## src/rtl/pair_pkg.sv

```systemverilog
package pair_pkg;
  localparam int CLS_W = 4;
  localparam int CNT_W = 2;
  localparam int SLOTS = 2;

  localparam logic [CLS_W-1:0] C_ALU  = 4'd0;
  localparam logic [CLS_W-1:0] C_LD   = 4'd1;
  localparam logic [CLS_W-1:0] C_ST   = 4'd2;
  localparam logic [CLS_W-1:0] C_IMUL = 4'd3;
  localparam logic [CLS_W-1:0] C_IDIV = 4'd4;
  localparam logic [CLS_W-1:0] C_BR   = 4'd5;
  localparam logic [CLS_W-1:0] C_FADD = 4'd6;
  localparam logic [CLS_W-1:0] C_FMUL = 4'd7;
  localparam logic [CLS_W-1:0] C_FDIV = 4'd8;
  localparam logic [CLS_W-1:0] C_LAST_KNOWN = 4'd8;

  typedef struct packed {
    logic first_ok;
    logic second_ok;
    logic mem_pipe;
    logic solo;
  } cls_attr_t;
endpackage

```

## src/rtl/pair_cls_decode.sv

```systemverilog
module pair_cls_decode
  import pair_pkg::*;
#(
  parameter int CLS_W = pair_pkg::CLS_W
) (
  input  logic [CLS_W-1:0] cls_i,
  output cls_attr_t        attr_o
);
  always_comb begin
    attr_o = '0;
    if (cls_i > CLS_W'(C_LAST_KNOWN)) begin
      attr_o.solo = 1'b1;
    end else begin
      attr_o.mem_pipe  = (cls_i == CLS_W'(C_ALU)) || (cls_i == CLS_W'(C_LD)) ||
                         (cls_i == CLS_W'(C_ST));
      attr_o.first_ok  = attr_o.mem_pipe;
      attr_o.second_ok = (cls_i != CLS_W'(C_LD)) && (cls_i != CLS_W'(C_ST));
    end
  end
endmodule

```

## src/rtl/pair_decide.sv

```systemverilog
module pair_decide
  import pair_pkg::*;
#(
  parameter int CNT_W = pair_pkg::CNT_W
) (
  input  logic             stall_i,
  input  logic             old_vld_i,
  input  logic             yng_vld_i,
  input  cls_attr_t        old_attr_i,
  input  cls_attr_t        yng_attr_i,
  output logic [CNT_W-1:0] cnt_o,
  output logic             old_pipe_o,
  output logic             yng_pipe_o,
  output logic             hold_o
);
  logic go_old;
  logic go_pair;

  always_comb begin
    go_old  = old_vld_i && !stall_i;
    go_pair = go_old && yng_vld_i &&
              old_attr_i.first_ok && !old_attr_i.solo &&
              yng_attr_i.second_ok && !yng_attr_i.solo;
    if (go_pair)     cnt_o = CNT_W'(2);
    else if (go_old) cnt_o = CNT_W'(1);
    else             cnt_o = '0;
    old_pipe_o = go_old && !old_attr_i.mem_pipe;
    yng_pipe_o = go_pair;
    hold_o     = yng_vld_i && !go_pair;
  end
endmodule

```

## src/rtl/pair_dispatch.sv

```systemverilog
module pair_dispatch
  import pair_pkg::*;
#(
  parameter int CLS_W = pair_pkg::CLS_W,
  parameter int CNT_W = pair_pkg::CNT_W
) (
  input  logic             clk,
  input  logic             rst,
  input  logic             stall_i,
  input  logic             old_vld_i,
  input  logic [CLS_W-1:0] old_cls_i,
  input  logic             yng_vld_i,
  input  logic [CLS_W-1:0] yng_cls_i,
  output logic [CNT_W-1:0] issue_cnt_o,
  output logic             old_pipe_o,
  output logic             yng_pipe_o,
  output logic             yng_hold_o
);
  localparam int NSLOT = pair_pkg::SLOTS;

  logic [CLS_W-1:0] slot_cls [NSLOT];
  cls_attr_t        slot_attr[NSLOT];

  assign slot_cls[0] = old_cls_i;
  assign slot_cls[1] = yng_cls_i;

  for (genvar g = 0; g < NSLOT; g++) begin : g_slot
    pair_cls_decode #(.CLS_W(CLS_W)) u_dec (
      .cls_i  (slot_cls[g]),
      .attr_o (slot_attr[g])
    );
  end

  logic [CNT_W-1:0] cnt_n;
  logic             old_pipe_n;
  logic             yng_pipe_n;
  logic             hold_n;

  pair_decide #(.CNT_W(CNT_W)) u_decide (
    .stall_i    (stall_i),
    .old_vld_i  (old_vld_i),
    .yng_vld_i  (yng_vld_i),
    .old_attr_i (slot_attr[0]),
    .yng_attr_i (slot_attr[1]),
    .cnt_o      (cnt_n),
    .old_pipe_o (old_pipe_n),
    .yng_pipe_o (yng_pipe_n),
    .hold_o     (hold_n)
  );

  always_ff @(posedge clk) begin
    if (rst) begin
      issue_cnt_o <= '0;
      old_pipe_o  <= 1'b0;
      yng_pipe_o  <= 1'b0;
      yng_hold_o  <= 1'b0;
    end else begin
      issue_cnt_o <= cnt_n;
      old_pipe_o  <= old_pipe_n;
      yng_pipe_o  <= yng_pipe_n;
      yng_hold_o  <= hold_n;
    end
  end
endmodule

```

## config.mk

```make
export PLATFORM = sky130hd
export DESIGN_NAME = pair_dispatch
export DESIGN_NICKNAME = d
export VERILOG_FILES = /design/src/rtl/pair_pkg.sv /design/src/rtl/pair_cls_decode.sv /design/src/rtl/pair_decide.sv /design/src/rtl/pair_dispatch.sv
export SDC_FILE = /design/constraint.sdc
export NUM_CORES = 1
export LEC_CHECK = 0
export BUFFER_PORTS_ARGS = -buffer_cell sky130_fd_sc_hd__buf_2
export CAP_MARGIN = 20
export CORE_AREA = 2 2 39 41
export CTS_BUF_LIST = sky130_fd_sc_hd__clkbuf_8
export CTS_CLUSTER_SIZE = 16
export DETAILED_ROUTE_END_ITERATION = 8
export DIE_AREA = 0 0 41 43
export SYNTH_ARGS = -nofsm -noshare
export SYNTH_HDL_FRONTEND = slang
export SYNTH_SLANG_ARGS = --single-unit
```

## constraint.sdc

```tcl
create_clock -name clk -period 1 [get_ports clk]
set_input_delay 0.15 -clock clk [delete_from_list [all_inputs] [get_ports clk]]
set_output_delay 0.15 -clock clk [all_outputs]
set_load 0.05 [all_outputs]
```

# == Word-level counts from Yosys, hierarchy flattened ==
# Index checks and enable logic that the tools add are counted.
# op_classes
magnitude_cmp,2
n_mux,6
eq_ne,8
n_reduce_logical,22
# op_table
cell,n
$logic_and A1 B1 Y1,10
$eq A4 B1 Y1 const B,2
$eq A4 B2 Y1 const B,2
$gt A4 B4 Y1 const B,2
$logic_not A4 Y1,2
$ne A4 B1 Y1 const B,2
$ne A4 B2 Y1 const B,2
$logic_not A1 Y1,5
$logic_or A1 B1 Y1,4
$mux W2,2
$mux W1,3
$mux W3,1
$reduce_or A2 Y1,1
# totals
regBits,5
out_inout_bits,5

# == Depth between registers and ports, before layout ==
# logic_depth
depth_word,10
ltp_mapped,3
ltp_nobuf,3

# == Modules after synthesis ==
# From an unflattened synthesis, not the netlist that was laid out.
# unflattened
cells_unflattened,30
area_unflattened_um2,282.8
# by_module_without_submodules
module,cells_per_inst,instances,area_each_um2
pair_dispatch,10,1,131.4
pair_decide,8,1,78.8
pair_cls_decode,6,2,36.3

# == Worst setup path before layout ==
# No wires, ideal clock.
# synth_path
path_kind,register to output
from,reg issue_cnt_o[1]
to,out issue_cnt_o[1]
path_slack_ps,-44
stages_incl_launch_ff,2
arrival_ps,894
n_path_buf,1
path_cell_list,dfxtp_1 buf_4
# synth_rtl
element,line_no,source
"start, declared",pair_dispatch.sv:14,"output logic [CNT_W-1:0] issue_cnt_o,"
"start signal, assigned",pair_dispatch.sv:58,issue_cnt_o <= cnt_n;
# No word-level cell between the ends.

==> results.md <==
- Ant. Diodes: 0
- Share of the synthesized area in the top cell type: 0.448
- DR vias: 196
- Hold wc startpoint: rst
- Register area share after synthesis: 0.448
- Critical Path Fanout Max: 2
- Post-DP HPWL: 368 um
- RSZ-0062 raised after global routing: false
- Synthesized area per cell: 9.94 um^2
- XOR/XNOR Fraction of Synth Area: 0
- Largest cells by area after synthesis: dfxtp_1, a211oi_2, nor3b_2, inv_1, a211o_1
- Max-Cap Viols: 0
- Comb power frac: 0.128
- Yosys top cell by area: dfxtp_1
- Root Driver: clkbuf_8
- Placed instance count: 50
- ANT nets after route: 0
- Grt met1 use: 0.0579
- Post-synthesis adder-cell area fraction: 0
- Peak supply drop: 0.000330 V
- CP delay by family, top: flip-flops
- Largest family of logic cells by synthesized area: compound AO/OA/AOI/OAI gates
- First drt pass iteration count: 2
- Number of synthesized flops with an enable pin: 0
- Distinct cells, synth: 13
- Vias in the first global route: 216
- Worst path cell trace: buf_2
- Switch share: 0.209
- Total GRT Usage: 0.0713
- Routed WL: 436 um
- DIE AREA: 0.00176 mm^2
- Post_cts resized: 0
- Fin. Hold Viols: 0
- Synthesized flop and latch total: 4
- Worst setup endpoint: yng_pipe_o
- Die W: 41 um
- Gpl congestion: 0.584
- Fin util: 0.231
- Drt wl/cell: 8.23 um
- Post-Route Setup TNS: 0 ns
- Worst setup startpoint: issue_cnt_o[1]
- Multiplexer share of the synthesized area: 0
- Clock sink count: 4
- Int Pwr: 0.453 mW
- Most used DFF post-synth: dfxtp_1
- Longest Clk Path Bufs: 2
- Row cnt: 14
- Slew at the pin closest to its max-slew limit: 0.239 ns
- Count of warnings emitted by yosys: 0
- Levels on crit path: 1
- Hold-fix buffers, CTS: 0
- Async SR Flop Fraction: 0
- Clk slew on worst S/H paths: 0.03 ns
- CTS tree: done
- Critical path required time: 0.85 ns
- Pwr Total: 0.573 mW
- Net Sw Power: 0.120 mW
- Leakage: 0.163 nW
- CP startpoint kind: flop
- Fillers: 159
- Clk pwr share: 0.580
- First-pass GRT wire length: 752 um
- GRT busiest layer: met4
- Max-slew violations: 0
- Initial antenna violation count: 0
- GRT Residual Overflow: 0
- Core area: 0.00138 mm^2
- Total CTS buffers: 3
- Die Ht: 43 um
- Pwr/cell area: 1800 mW/mm^2
- Initial DRC Count: 1
- M2 GR Usage: 0.100
- Number of setup buffers added after CTS: 0
- Syn Inst Count: 18
- WP buf/inv: 1
- Status: finished, final reports clean
- Top cells by count, synth: dfxtp_1, inv_1
- Final Non-Filler Cells: 53
- H-tree Lvls: 1
- Synth-to-layout area growth: 78.3%
- Initial Util: 0.129
- Port Buffers: 17
- Slowest CP cell: dfxtp_2
- Slew HR: 0.840
- Setup violators final: 0
- IO Count: 18
- Final routed DRC violation total: 0
- HP Class: in -> reg
- Final net count: 52
- Sequential power share: 0.293
- WP data arrival: 0.77 ns
- Minimum clock period: 0.919 ns
- CP Class: reg -> out
- Global Route met3 Usage: 0.0157
- Number of vias per cell: 3.70
- Fin worst setup slack: 0.0806 ns
- Fmax: 1090 MHz
- Largest net degree at the start of global routing: 4
- DP Worst Slack: -0.0947 ns
- Synthesized area: 179 um^2
- Compound-gate portion of the synthesized area: 0.238
- Fraction of layout cells with a size suffix above 1: 0.622
- Worst Setup End Kind: primary output
- Syn_nets: 31
- CP max stage delay: 0.31 ns
- Post-Synth Simple-Gate Area: 0.210
- Most numerous cell in the Yosys netlist: dfxtp_1
- Crit share post-route: 0.919
## routing by layer
layer	routed length (um)	up-vias
li1	-	100
met1	134	87
met2	259	9
met3	42	0
met4	0	0
met5	0	-
## cell usage in the layout (no fill, tap or decap), drive strengths merged
| cell type | n |
|---|---|
| o21bai | 1 |
| or2 | 1 |
| nand3 | 1 |
| a311oi | 1 |
| a21oi | 1 |
| a211oi | 1 |
| nor2b | 1 |
| clkbuf | 3 |
| buf | 17 |
| a211o | 1 |
| nor3b | 2 |
| dfxtp | 4 |
| inv | 3 |
## through the flow
step | hold slack (ns) | instance area [um^2]
after floorplan | 0.228 | 180
after global placement | 0.334 | 278
after detailed placement | 0.341 | 278
after CTS | 0.114 | 319
after global routing | 0.131 | 319
final | 0.119 | 319
## state kept, by name, summed over array words and instances, names as in the netlist
name and flops:
yng_hold_o 1, issue_cnt_o 2, old_pipe_o 1
## final cells by class
cell class	count	area (um^2)	share of cell area
tap	16	20.0	0.0627
sequential	4	81.3	0.255
clock buffer	3	41.3	0.129
inverter	3	11.3	0.0353
timing repair buffer	17	85.1	0.267
multi-input combinational	10	80.1	0.251
## power by group through the flow
stage | logic, mW | registers, mW | clock network [mW]
2_1_floorplan | 0.0203 | 0.190 | 0
3_3_place_gp | 0.0725 | 0.170 | 0
3_5_place_dp | 0.0736 | 0.170 | 0
4_1_cts | 0.0740 | 0.168 | 0.346
5_1_grt | 0.0810 | 0.168 | 0.356
6_report | 0.0731 | 0.168 | 0.332
## worst min-delay path by stage
stage	to	slack (ns)	cells after the start
finish	yng_hold_o	0.12	2
global route	yng_hold_o	0.13	2
CTS	yng_hold_o	0.11	2
detailed placement	yng_hold_o	0.34	2
global placement	yng_hold_o	0.33	2
floorplan	yng_hold_o	0.23	1
## logic make-up (layout without fill, tap and decap cells)
group,after synthesis,count (layout)
AND/OR/NAND/NOR,5,5
buffers and inverters,4,23
AO/OA/AOI/OAI,5,5
flip-flops,4,4
Note: power is estimated with default switching activity, not from simulation.
